===== src/rtl/vse_pkg.sv =====
package vse_pkg;
  localparam int PRE_LEN = 3;  // FF 00 00 ahead of the timing byte

  typedef enum logic [1:0] {S_IDLE, S_FF, S_Z1, S_Z2} pre_st_e;

  // byte acceptance from qualifier, its polarity and gated mode
  function automatic logic take_byte(input logic q, input logic q_low, input logic gated);
    return gated | (q ^ q_low);
  endfunction

  // edge choice: 00 rise, 01 fall, 1x both
  function automatic logic edge_pick(input logic rise, input logic fall, input logic [1:0] sel);
    case (sel)
      2'b00:   return rise;
      2'b01:   return fall;
      default: return rise | fall;
    endcase
  endfunction

  // field from edge phase and horizontal level
  function automatic logic phase_field(input logic was_fall, input logic h_lvl);
    return was_fall ^ h_lvl;
  endfunction
endpackage


===== src/rtl/vse_edge_det.sv =====
module vse_edge_det (
  input  logic clk,
  input  logic rst_n,
  input  logic lvl,
  output logic rise,
  output logic fall
);
  logic prev_q;

  always_ff @(posedge clk or negedge rst_n) begin
    if (!rst_n) prev_q <= 1'b0;
    else        prev_q <= lvl;
  end

  assign rise = lvl & ~prev_q;
  assign fall = ~lvl & prev_q;
endmodule


===== src/rtl/vse_code_det.sv =====
module vse_code_det
  import vse_pkg::*;
#(
  parameter int DW = 8
) (
  input  logic          clk,
  input  logic          rst_n,
  input  logic          take,
  input  logic [DW-1:0] din,
  output logic          code_hit
);
  pre_st_e st_q;
  logic all_one, all_zero;

  assign all_one  = (din == {DW{1'b1}});
  assign all_zero = (din == {DW{1'b0}});

  always_ff @(posedge clk or negedge rst_n) begin
    if (!rst_n) st_q <= S_IDLE;
    else if (take) begin
      if (st_q == S_Z2)                 st_q <= S_IDLE;
      else if (all_one)                 st_q <= S_FF;
      else if (all_zero && st_q == S_FF) st_q <= S_Z1;
      else if (all_zero && st_q == S_Z1) st_q <= S_Z2;
      else                              st_q <= S_IDLE;
    end
  end

  assign code_hit = take && (st_q == S_Z2);
endmodule


===== src/rtl/vse_byte_delay.sv =====
module vse_byte_delay #(
  parameter int DW    = 8,
  parameter int DEPTH = 3
) (
  input  logic          clk,
  input  logic          rst_n,
  input  logic          take,
  input  logic          squash,
  input  logic [DW-1:0] din,
  output logic [DW-1:0] dout,
  output logic          dout_vld
);
  logic [DW-1:0]    dat_q [DEPTH];
  logic [DEPTH-1:0] vld_q;

  always_ff @(posedge clk or negedge rst_n) begin
    if (!rst_n) begin
      vld_q    <= '0;
      dout     <= '0;
      dout_vld <= 1'b0;
      for (int i = 0; i < DEPTH; i++) dat_q[i] <= '0;
    end else begin
      dout_vld <= 1'b0;
      if (take) begin
        if (squash) begin
          vld_q <= '0;
        end else begin
          dout     <= dat_q[DEPTH-1];
          dout_vld <= vld_q[DEPTH-1];
          for (int i = DEPTH-1; i > 0; i--) dat_q[i] <= dat_q[i-1];
          dat_q[0] <= din;
          vld_q    <= {vld_q[DEPTH-2:0], 1'b1};
        end
      end
    end
  end
endmodule


===== src/rtl/vid_sync_extract.sv =====
module vid_sync_extract
  import vse_pkg::*;
#(
  parameter int DW = 8
) (
  input  logic          clk,
  input  logic          rst_n,
  input  logic [DW-1:0] pix_in,
  input  logic          pix_qual_in,
  input  logic          href_in,
  input  logic          vref_in,
  input  logic          cfg_use_codes,
  input  logic          cfg_h_fall,
  input  logic [1:0]    cfg_v_sel,
  input  logic          cfg_fid_level,
  input  logic          cfg_qual_low,
  input  logic          cfg_gated,
  output logic          h_trig,
  output logic          v_trig,
  output logic          field_id,
  output logic [DW-1:0] pix_out,
  output logic          pix_vld,
  output logic          src_codes
);
  localparam int F_POS = DW - 2;
  localparam int V_POS = DW - 3;
  localparam int H_POS = DW - 4;
  localparam int NREF  = 2;  // index 0 horizontal, 1 vertical

  logic            take;
  logic            code_hit, code_squash, line_evt;
  logic [NREF-1:0] pin_lvl, pin_rise, pin_fall;
  logic            h_code_q, v_code_q;
  logic            c_h_rise, c_h_fall, c_v_rise, c_v_fall;
  logic            pin_h_evt, pin_v_evt, code_h_evt, code_v_evt;
  logic            h_evt, v_evt, fid_next;

  assign take    = take_byte(pix_qual_in, cfg_qual_low, cfg_gated);
  assign pin_lvl = {vref_in, href_in};

  for (genvar g = 0; g < NREF; g++) begin : g_ref
    vse_edge_det u_edge (
      .clk  (clk),
      .rst_n(rst_n),
      .lvl  (pin_lvl[g]),
      .rise (pin_rise[g]),
      .fall (pin_fall[g])
    );
  end

  vse_code_det #(.DW(DW)) u_code (
    .clk     (clk),
    .rst_n   (rst_n),
    .take    (take),
    .din     (pix_in),
    .code_hit(code_hit)
  );

  assign c_h_rise = code_hit &  pix_in[H_POS] & ~h_code_q;
  assign c_h_fall = code_hit & ~pix_in[H_POS] &  h_code_q;
  assign c_v_rise = code_hit &  pix_in[V_POS] & ~v_code_q;
  assign c_v_fall = code_hit & ~pix_in[V_POS] &  v_code_q;

  assign pin_h_evt  = edge_pick(pin_rise[0], pin_fall[0], {1'b0, cfg_h_fall});
  assign pin_v_evt  = edge_pick(pin_rise[1], pin_fall[1], cfg_v_sel);
  assign code_h_evt = edge_pick(c_h_rise, c_h_fall, {1'b0, cfg_h_fall});
  assign code_v_evt = edge_pick(c_v_rise, c_v_fall, cfg_v_sel);

  assign h_evt       = src_codes ? code_h_evt : pin_h_evt;
  assign v_evt       = src_codes ? code_v_evt : pin_v_evt;
  assign line_evt    = h_evt;
  assign code_squash = code_hit & src_codes;

  always_comb begin
    fid_next = field_id;
    if (src_codes) begin
      if (code_hit) fid_next = pix_in[F_POS];
    end else if (cfg_fid_level) begin
      fid_next = vref_in;
    end else if (pin_rise[1] | pin_fall[1]) begin
      fid_next = phase_field(pin_fall[1], href_in);
    end
  end

  always_ff @(posedge clk or negedge rst_n) begin
    if (!rst_n) begin
      h_trig    <= 1'b0;
      v_trig    <= 1'b0;
      field_id  <= 1'b0;
      h_code_q  <= 1'b0;
      v_code_q  <= 1'b0;
      src_codes <= 1'b0;
    end else begin
      h_trig   <= h_evt;
      v_trig   <= v_evt;
      field_id <= fid_next;
      if (code_hit) begin
        h_code_q <= pix_in[H_POS];
        v_code_q <= pix_in[V_POS];
      end
      if (line_evt) src_codes <= cfg_use_codes;
    end
  end

  vse_byte_delay #(.DW(DW), .DEPTH(PRE_LEN)) u_dly (
    .clk     (clk),
    .rst_n   (rst_n),
    .take    (take),
    .squash  (code_squash),
    .din     (pix_in),
    .dout    (pix_out),
    .dout_vld(pix_vld)
  );
endmodule


===== config.mk =====
export PLATFORM = sky130hd
export DESIGN_NAME = vid_sync_extract
export DESIGN_NICKNAME = d
export VERILOG_FILES = /design/src/rtl/vse_pkg.sv /design/src/rtl/vse_edge_det.sv /design/src/rtl/vse_code_det.sv /design/src/rtl/vse_byte_delay.sv /design/src/rtl/vid_sync_extract.sv
export SDC_FILE = /design/constraint.sdc
export NUM_CORES = 1
export LEC_CHECK = 0
export BUFFER_PORTS_ARGS = -buffer_cell sky130_fd_sc_hd__buf_2
export CAP_MARGIN = 20
export CORE_MARGIN = 3
export CORE_UTILIZATION = 46
export CTS_CLUSTER_SIZE = 14
export DETAILED_ROUTE_END_ITERATION = 10
export GPL_TIMING_DRIVEN = 0
export PLACE_DENSITY = 0.67
export SYNTH_ARGS = -nofsm -noshare
export SYNTH_HDL_FRONTEND = slang
export SYNTH_SLANG_ARGS = --single-unit
export TNS_END_PERCENT = 30

===== constraint.sdc =====
create_clock -name clk -period 4.1 [get_ports clk]
set_clock_uncertainty 0.05 [all_clocks]
set_input_delay 0.615 -clock clk [delete_from_list [all_inputs] [get_ports clk]]
set_output_delay 0.615 -clock clk [all_outputs]
set_load 0.05 [all_outputs]

==> results of run 1 <==
==> power by group through the flow <==
stage,Sequential [mW],Clock (mW),Combinational (mW)
floorplan,0.644,0,0.0744
global placement,0.552,0,0.229
detailed placement,0.557,0,0.235
CTS,0.548,0.285,0.236
global route,0.556,0.303,0.252
finish,0.546,0.277,0.235
==> per-layer routing <==
layer  track usage [%]  up-vias
li1                  -      594
met5                 0        -
met2              23.6       28
met3              4.97        7
met4              4.80        0
met1              19.5      626
==> cell usage after synthesis, types with 2 or more instances <==
cell type  count
buf_6          3
nor2_1         4
nand3_1        4
o21ai_1        2
nand2b_1       4
nand2_1        9
nand4_1        2
mux2_1        36
nor3_1         2
a21oi_1        4
inv_1          3
ha_1           2
o21ai_0        4
o22ai_1        3
dfrtp_1       46
==> path summary, 6_finish.rpt <==
check,cells after the start,slack [ns],from,endpoint
worst max-delay path,1,2.35,src_codes$_DFFE_PN0P_,src_codes
worst min-delay path,1,0.08,rst_n,g_ref[0].u_edge.prev_q$_DFF_PN0_
worst max register to register,4,2.47,src_codes$_DFFE_PN0P_,u_dly.dout[2]$_DFFE_PN0P_
worst min register to register,2,0.41,u_dly.vld_q[2]$_DFFE_PN0P_,u_dly.vld_q[2]$_DFFE_PN0P_
max in group asynchronous,2,3.51,rst_n,u_code.st_q[0]$_DFFE_PN0P_
min in group clk,2,0.41,u_dly.vld_q[2]$_DFFE_PN0P_,u_dly.vld_q[2]$_DFFE_PN0P_
==> worst register-to-register path, cell delays in order, from the launching register on <==
cell	delay [ns]
dfrtp_1	0.48
nand3_1	0.24
nand2_2	0.21
buf_6	0.19
mux2_1	0.34
==> logic make-up after synthesis <==
logic type / Yosys count / synth area share [%]
mux: 37 / 21.4
fa+ha+maj: 2 / 1.29
simple gates: 33 / 9.08
buf+inv: 7 / 2.70
compound gates: 17 / 5.41
xor+xnor: 2 / 0.902
flops: 46 / 59.2
==> stage by stage <==
step | setup slack, ns | area [sq um]
2_1_floorplan | 2.33 | 1940
3_3_place_gp | 2.17 | 2160
3_5_place_dp | 2.12 | 2160
4_1_cts | 2.35 | 2250
5_1_grt | 2.29 | 2270
6_report | 2.35 | 2270
==> flip-flops by register name, indices dropped and copies added (netlist names) <==
name and flops:
field_id 1, g_ref.u_edge.prev_q 2, h_code_q 1, h_trig 1, src_codes 1, u_code.st_q 2, u_dly.dat_q 24, u_dly.dout 8
u_dly.dout_vld 1, u_dly.vld_q 3, v_code_q 1, v_trig 1
==> area by class of cell <==
class / count / area share, %
multi-input combinational: 91 / 32.5
sequential: 46 / 50.6
clock buffer: 7 / 3.80
buffer: 4 / 1.82
clock inverter: 1 / 0.220
tap: 48 / 2.64
inverter: 3 / 0.495
timing repair buffer: 33 / 7.92
==> reports/metrics.yaml, run 1 <==
run_status:
  status: "completed"
timing:
  fin_crit_sh_pct: 42.6
  relSlewSlack_pct: 83.7
  rsz0062_at_grt: "no"
  hold_violations: 0
  setup-tns-final_ns: 0
  worst_pin_slew_ns: 0.245
  slew_violations: 0
  setup_viol: 0
  fmax_mhz: 573
  fin_hold_ws_ns: 0.0761
  fin_crit_ns: 1.75
synthesis:
  yosysTopAreaCellShare_pct: 59.2
  syn_area_sq_um: 1940
  synthCells: 144
  synth_seq_cells: 46
  avgSynthCellArea_sq_um: 13.5
  async_flop_share_pct: 100
  synth_cell_types: 31
  synth_area_leaders: "dfrtp_1 (59%), mux2_1 (21%), nand2_1 (1.7%)"
  syn_nets: 166
  yosys_warnings: 0
  synth_edf_count: 0
  yosysSeqAreaShare_pct: 59.2
  synth_ff_type: "dfrtp_1"
  yosys.area.top_type: "dfrtp_1"
drt:
  wl_mm: 3.41
  drc_errors: 0
  vias_per_cell: 5.39
  ant_nets: 0
  num_vias: 1255
  wl_met2_mm: 1.67
  wire_per_inst_um: 14.6
  dr_wl_met3_um: 184
  highest_layer: "met4"
  firstDrtPassIters: 4
  wl_met1_mm: 1.50
  first_iter_violations: 76
critical_path:
  crit_family: "flip-flops"
  crit_buf_inv: 1
  required_ns: 3.43
  critical_path.cell_chain: "buf_2"
  slowest_delay_ns: 0.48
  crit_slowest_cell: "dfrtp_1"
  arrival_ns: 1.08
  critPathLaunchType: "register"
  path_max_fanout: 8
  cp-end-kind: "output pin"
  crit_type: "reg2out"
cts:
  clock_path_buffers: 2
  insertion_delay_ns: 0.29
  h-tree-depth: 2
  path_clk_slew_ns: 0.07
  cts_setup_buffers: 0
  cts_tree: "yes"
  cts_inserted_buffers: 5
  cts_sinks: 46
  cts_root_buf: "clkbuf_8"
  hold_buffers: 0
  cts_resized: 0
cells_and_area:
  antenna_cells: 0
  final_nets: 206
  fin_cells: 233
  drive_gt1_share_pct: 25.9
  layout_commonest_cell: "dfrtp_1"
  n_fill_cell: 326
  syn2layout_area_growth_pct: 17.1
  final_util_pct: 59.0
  register_area_sq_um: 1150
  final_cell_mix: "dfrtp_1 (46), mux2_1 (36), buf_2 (32), nand2_1 (9), clkbuf_8 (6)"
  multiInputGateArea_sq_um: 739
hold_path:
  hp-class: "in2async"
global_route:
  grt_max_degree: 47
  grt_usage_pct: 14.9
  grt.overflow.total: 0
  antenna_found_initial: 0
  grt_pass1_vias: 1260
  grt_pass1_wl_mm: 5.92
placement:
  numPortBuffers: 32
  hpwlAfterDp_mm: 2.48
  gp_congestion: 0.789
  dp_cells: 224
floorplanning:
  ioPinCount: 33
  die-area_sq_um: 5040
  core-area_sq_um: 3850
  num_rows: 22
  die_x_um: 71.0
  die_height_um: 71.0
  start_util_pct: 50.4
job:
  maxCapViolations: 0
power:
  internal-power_uw: 731
  totalPowerFinal_mw: 1.06
  p_sw_share_pct: 30.9
  clockPowerShare_pct: 26.2
  p_leak_nw: 1.04
  max-vdd-ir-drop_mv: 0.245
  pwr-share-seq_pct: 51.6
  p_comb_share_pct: 22.2
  p_sw_uw: 327
  powerDensity_nw_per_um2: 465
Power figures use the tool's default switching activity.
==> run 2, diff against run 1 <==
--- a/config.mk
+++ b/config.mk
@@ -12,7 +12,7 @@
 export CTS_CLUSTER_SIZE = 14
 export DETAILED_ROUTE_END_ITERATION = 10
 export GPL_TIMING_DRIVEN = 0
-export PLACE_DENSITY = 0.67
+export PLACE_DENSITY = 0.7
 export SYNTH_ARGS = -nofsm -noshare
 export SYNTH_HDL_FRONTEND = slang
 export SYNTH_SLANG_ARGS = --single-unit
==> constraint.sdc (replaced) <==
create_clock -name clk -period 1.5 [get_ports clk]
set_clock_uncertainty 0.05 [all_clocks]
set_input_delay 0.225 -clock clk [delete_from_list [all_inputs] [get_ports clk]]
set_output_delay 0.225 -clock clk [all_outputs]
set_load 0.05 [all_outputs]
==> reports/metrics.yaml, run 2 (synthesis results as in run 1) <==
critical_path:
  crit_family: "flip-flops"
  crit_slowest_cell: "dfrtp_1"
  required_ns: 1.63  # -1.80 ns
  path_max_fanout: 2  # -6
  slowest_delay_ns: 0.41  # -0.07 ns
  crit_type: "reg2reg"
  cp-end-kind: "register"
  crit_buf_inv: 2  # +1
  critical_path.cell_chain: "buf_4, inv_1, ha_1, mux2_1, o21ai_0, o22ai_1"
  arrival_ns: 1.58  # +0.50 ns
  critPathLaunchType: "register"
timing:
  slew_violations: 0  # unchanged
  relSlewSlack_pct: 83.4  # -0.24 points
  worst_pin_slew_ns: 0.250  # +0.00525 ns
  setup_viol: 0  # unchanged
  setup-tns-final_ns: 0  # unchanged
  hold_violations: 0  # unchanged
  fin_crit_sh_pct: 96.5
  fin_crit_ns: 1.45
  fmax_mhz: 691
cts:
  cts_root_buf: "clkbuf_8"
  cts_sinks: 46  # unchanged
  cts_tree: "yes"
  path_clk_slew_ns: 0.08  # about the same
  cts_inserted_buffers: 5  # unchanged
  insertion_delay_ns: 0.30  # about the same
  clock_path_buffers: 2  # unchanged
  h-tree-depth: 2  # unchanged
global_route:
  grt_pass1_vias: 1279  # +1.5%
  gr-max-usage-layer: "met2"
  antenna_found_initial: 0  # unchanged
  grt_usage_pct: 14.4  # -0.50 points
  grtUsageMet1_pct: 17.2  # -2.3 points
  met3_usage_pct: 5.40  # +0.43 points
  grtUsageMet2_pct: 24.0  # +0.41 points
  grt_max_degree: 47  # unchanged
  grt_pass1_wl_mm: 5.63  # -4.9%
  grt.overflow.total: 0  # unchanged
cells_and_area:
  syn2layout_area_growth_pct: 20.9
  n_fill_cell: 322  # -1.2%
  top_regs: "u_dly.dat_q (24), u_dly.dout (8), u_dly.vld_q (3)"
  drive_gt1_share_pct: 29.8  # +3.8 points
  largest_reg_flops: 24  # unchanged
  finalInstanceArea_sq_um: 2350  # +3.2%
  register_area_sq_um: 1150  # +0.33%
  final_util_pct: 60.9  # +1.9 points
  final_cell_mix: "dfrtp_1 (43), mux2_1 (36), buf_2 (32), nand2_1 (9), clkbuf_8 (5)"
  multiInputGateArea_sq_um: 762  # +3.0%
  antenna_cells: 0  # unchanged
  largest_register: "u_dly.dat_q"
  final_nets: 209  # +1.5%
  layout_commonest_cell: "dfrtp_1"
run_status:
  status: "completed"
power:
  clockPowerShare_pct: 29.8  # +3.6 points
  max-vdd-ir-drop_mv: 1.14  # +370%
  p_sw_uw: 921  # +180%
  p_comb_share_pct: 21.2  # -1.0 points
  pwr-share-seq_pct: 48.9  # -2.7 points
  p_sw_share_pct: 30.2  # -0.71 points
  internal-power_mw: 2.13  # +190%
  p_leak_nw: 1.06  # +1.2%
  powerDensity_nw_per_um2: 1300  # +180%
  totalPowerFinal_mw: 3.05  # +190%
drt:
  num_vias: 1247  # -0.64%
  vias_per_cell: 5.28  # -1.9%
  wl_mm: 3.42  # +0.47%
  ant_nets: 0  # unchanged
  drc_errors: 0  # unchanged
  firstDrtPassIters: 4  # unchanged
  wire_per_inst_um: 14.5  # -0.81%
  first_iter_violations: 50  # -34%
placement:
  hpwlAfterDp_mm: 2.46  # -0.86%
  placed_area_sq_um: 2170  # +0.52%
  numPortBuffers: 32  # unchanged
  gp_congestion: 0.757  # -4.0%
floorplanning:
  die_x_um: 71.0  # unchanged
  die-area_sq_um: 5040  # unchanged
  start_util_pct: 50.4  # unchanged
  die_height_um: 71.0  # unchanged
  ioPinCount: 33  # unchanged
  core-area_sq_um: 3850  # unchanged
  num_rows: 22  # unchanged
job:
  maxCapViolations: 0  # unchanged
hold_path:
  hp-class: "in2reg"
-- run 2: changes by cell type in the layout (fill, tap and decap cells not counted), sizes merged --
cell	previous run	this run
bufinv	0	1
clkinvlp	0	2
dlygate4sd3	0	1
clkinv	1	0
clkbuf	7	5
buf	37	39
-- run 2: stage by stage --
stage | instances | setup slack [ns] | hold slack (ns)
final | 236 | 0.0520 | 0.0315
after global routing | 236 | -0.0630 | 0.0223
after CTS | 232 | 0.0264 | 0.0201
after detailed placement | 224 | -0.0473 | 0.335
after global placement | 224 | 0.00773 | 0.327
after floorplan | 144 | 0.0127 | -0.121
-- run 2: path summary, 6_finish.rpt --
| check | start | end | slack, ns | depth (start not counted) |
|---|---|---|---|---|
| max | g_ref[1].u_edge.prev_q$_DFF_PN0_ | v_trig$_DFF_PN0_ | 0.05 | 6 |
| min | vref_in | g_ref[1].u_edge.prev_q$_DFF_PN0_ | 0.03 | 1 |
| max reg2reg | g_ref[1].u_edge.prev_q$_DFF_PN0_ | v_trig$_DFF_PN0_ | 0.05 | 6 |
| min reg2reg | u_dly.vld_q[2]$_DFFE_PN0P_ | u_dly.vld_q[2]$_DFFE_PN0P_ | 0.42 | 2 |
| max in group asynchronous | rst_n | u_code.st_q[1]$_DFFE_PN0P_ | 0.75 | 3 |
| min in group asynchronous | rst_n | v_trig$_DFF_PN0_ | 0.22 | 2 |
-- run 2: power groups by stage --
stage	Sequential (mW)	Combinational, mW	Clock (mW)
floorplan	1.76	0.205	0
global placement	1.51	0.627	0
detailed placement	1.52	0.643	0
CTS	1.49	0.644	0.939
global route	1.52	0.698	0.992
finish	1.49	0.648	0.909
-- run 2: metal layers --
metal	share of wire, %	wire length [um]
met2	52	1780
met5	0	0
met1	43	1470
met4	0.73	25
met3	4.2	144
-- run 2: area by class of cell --
class	instances	share of cell area (%)
Buffer	4	1.76
Clock buffer	5	2.93
Clock inverter	3	1.92
Inverter	3	0.479
Multi-Input combinational cell	91	32.4
Sequential cell	46	49.2
Tap cell	48	2.56
Timing Repair Buffer	36	8.74
-- run 2: timing repair --
item / CTS / global route
setup buffers: 0 / 2
hold buffers: 0 / 1
resized for setup: 0 / 3
endpoints found under the setup margin: 0 / 31
hold endpoints to repair: 0 / 46
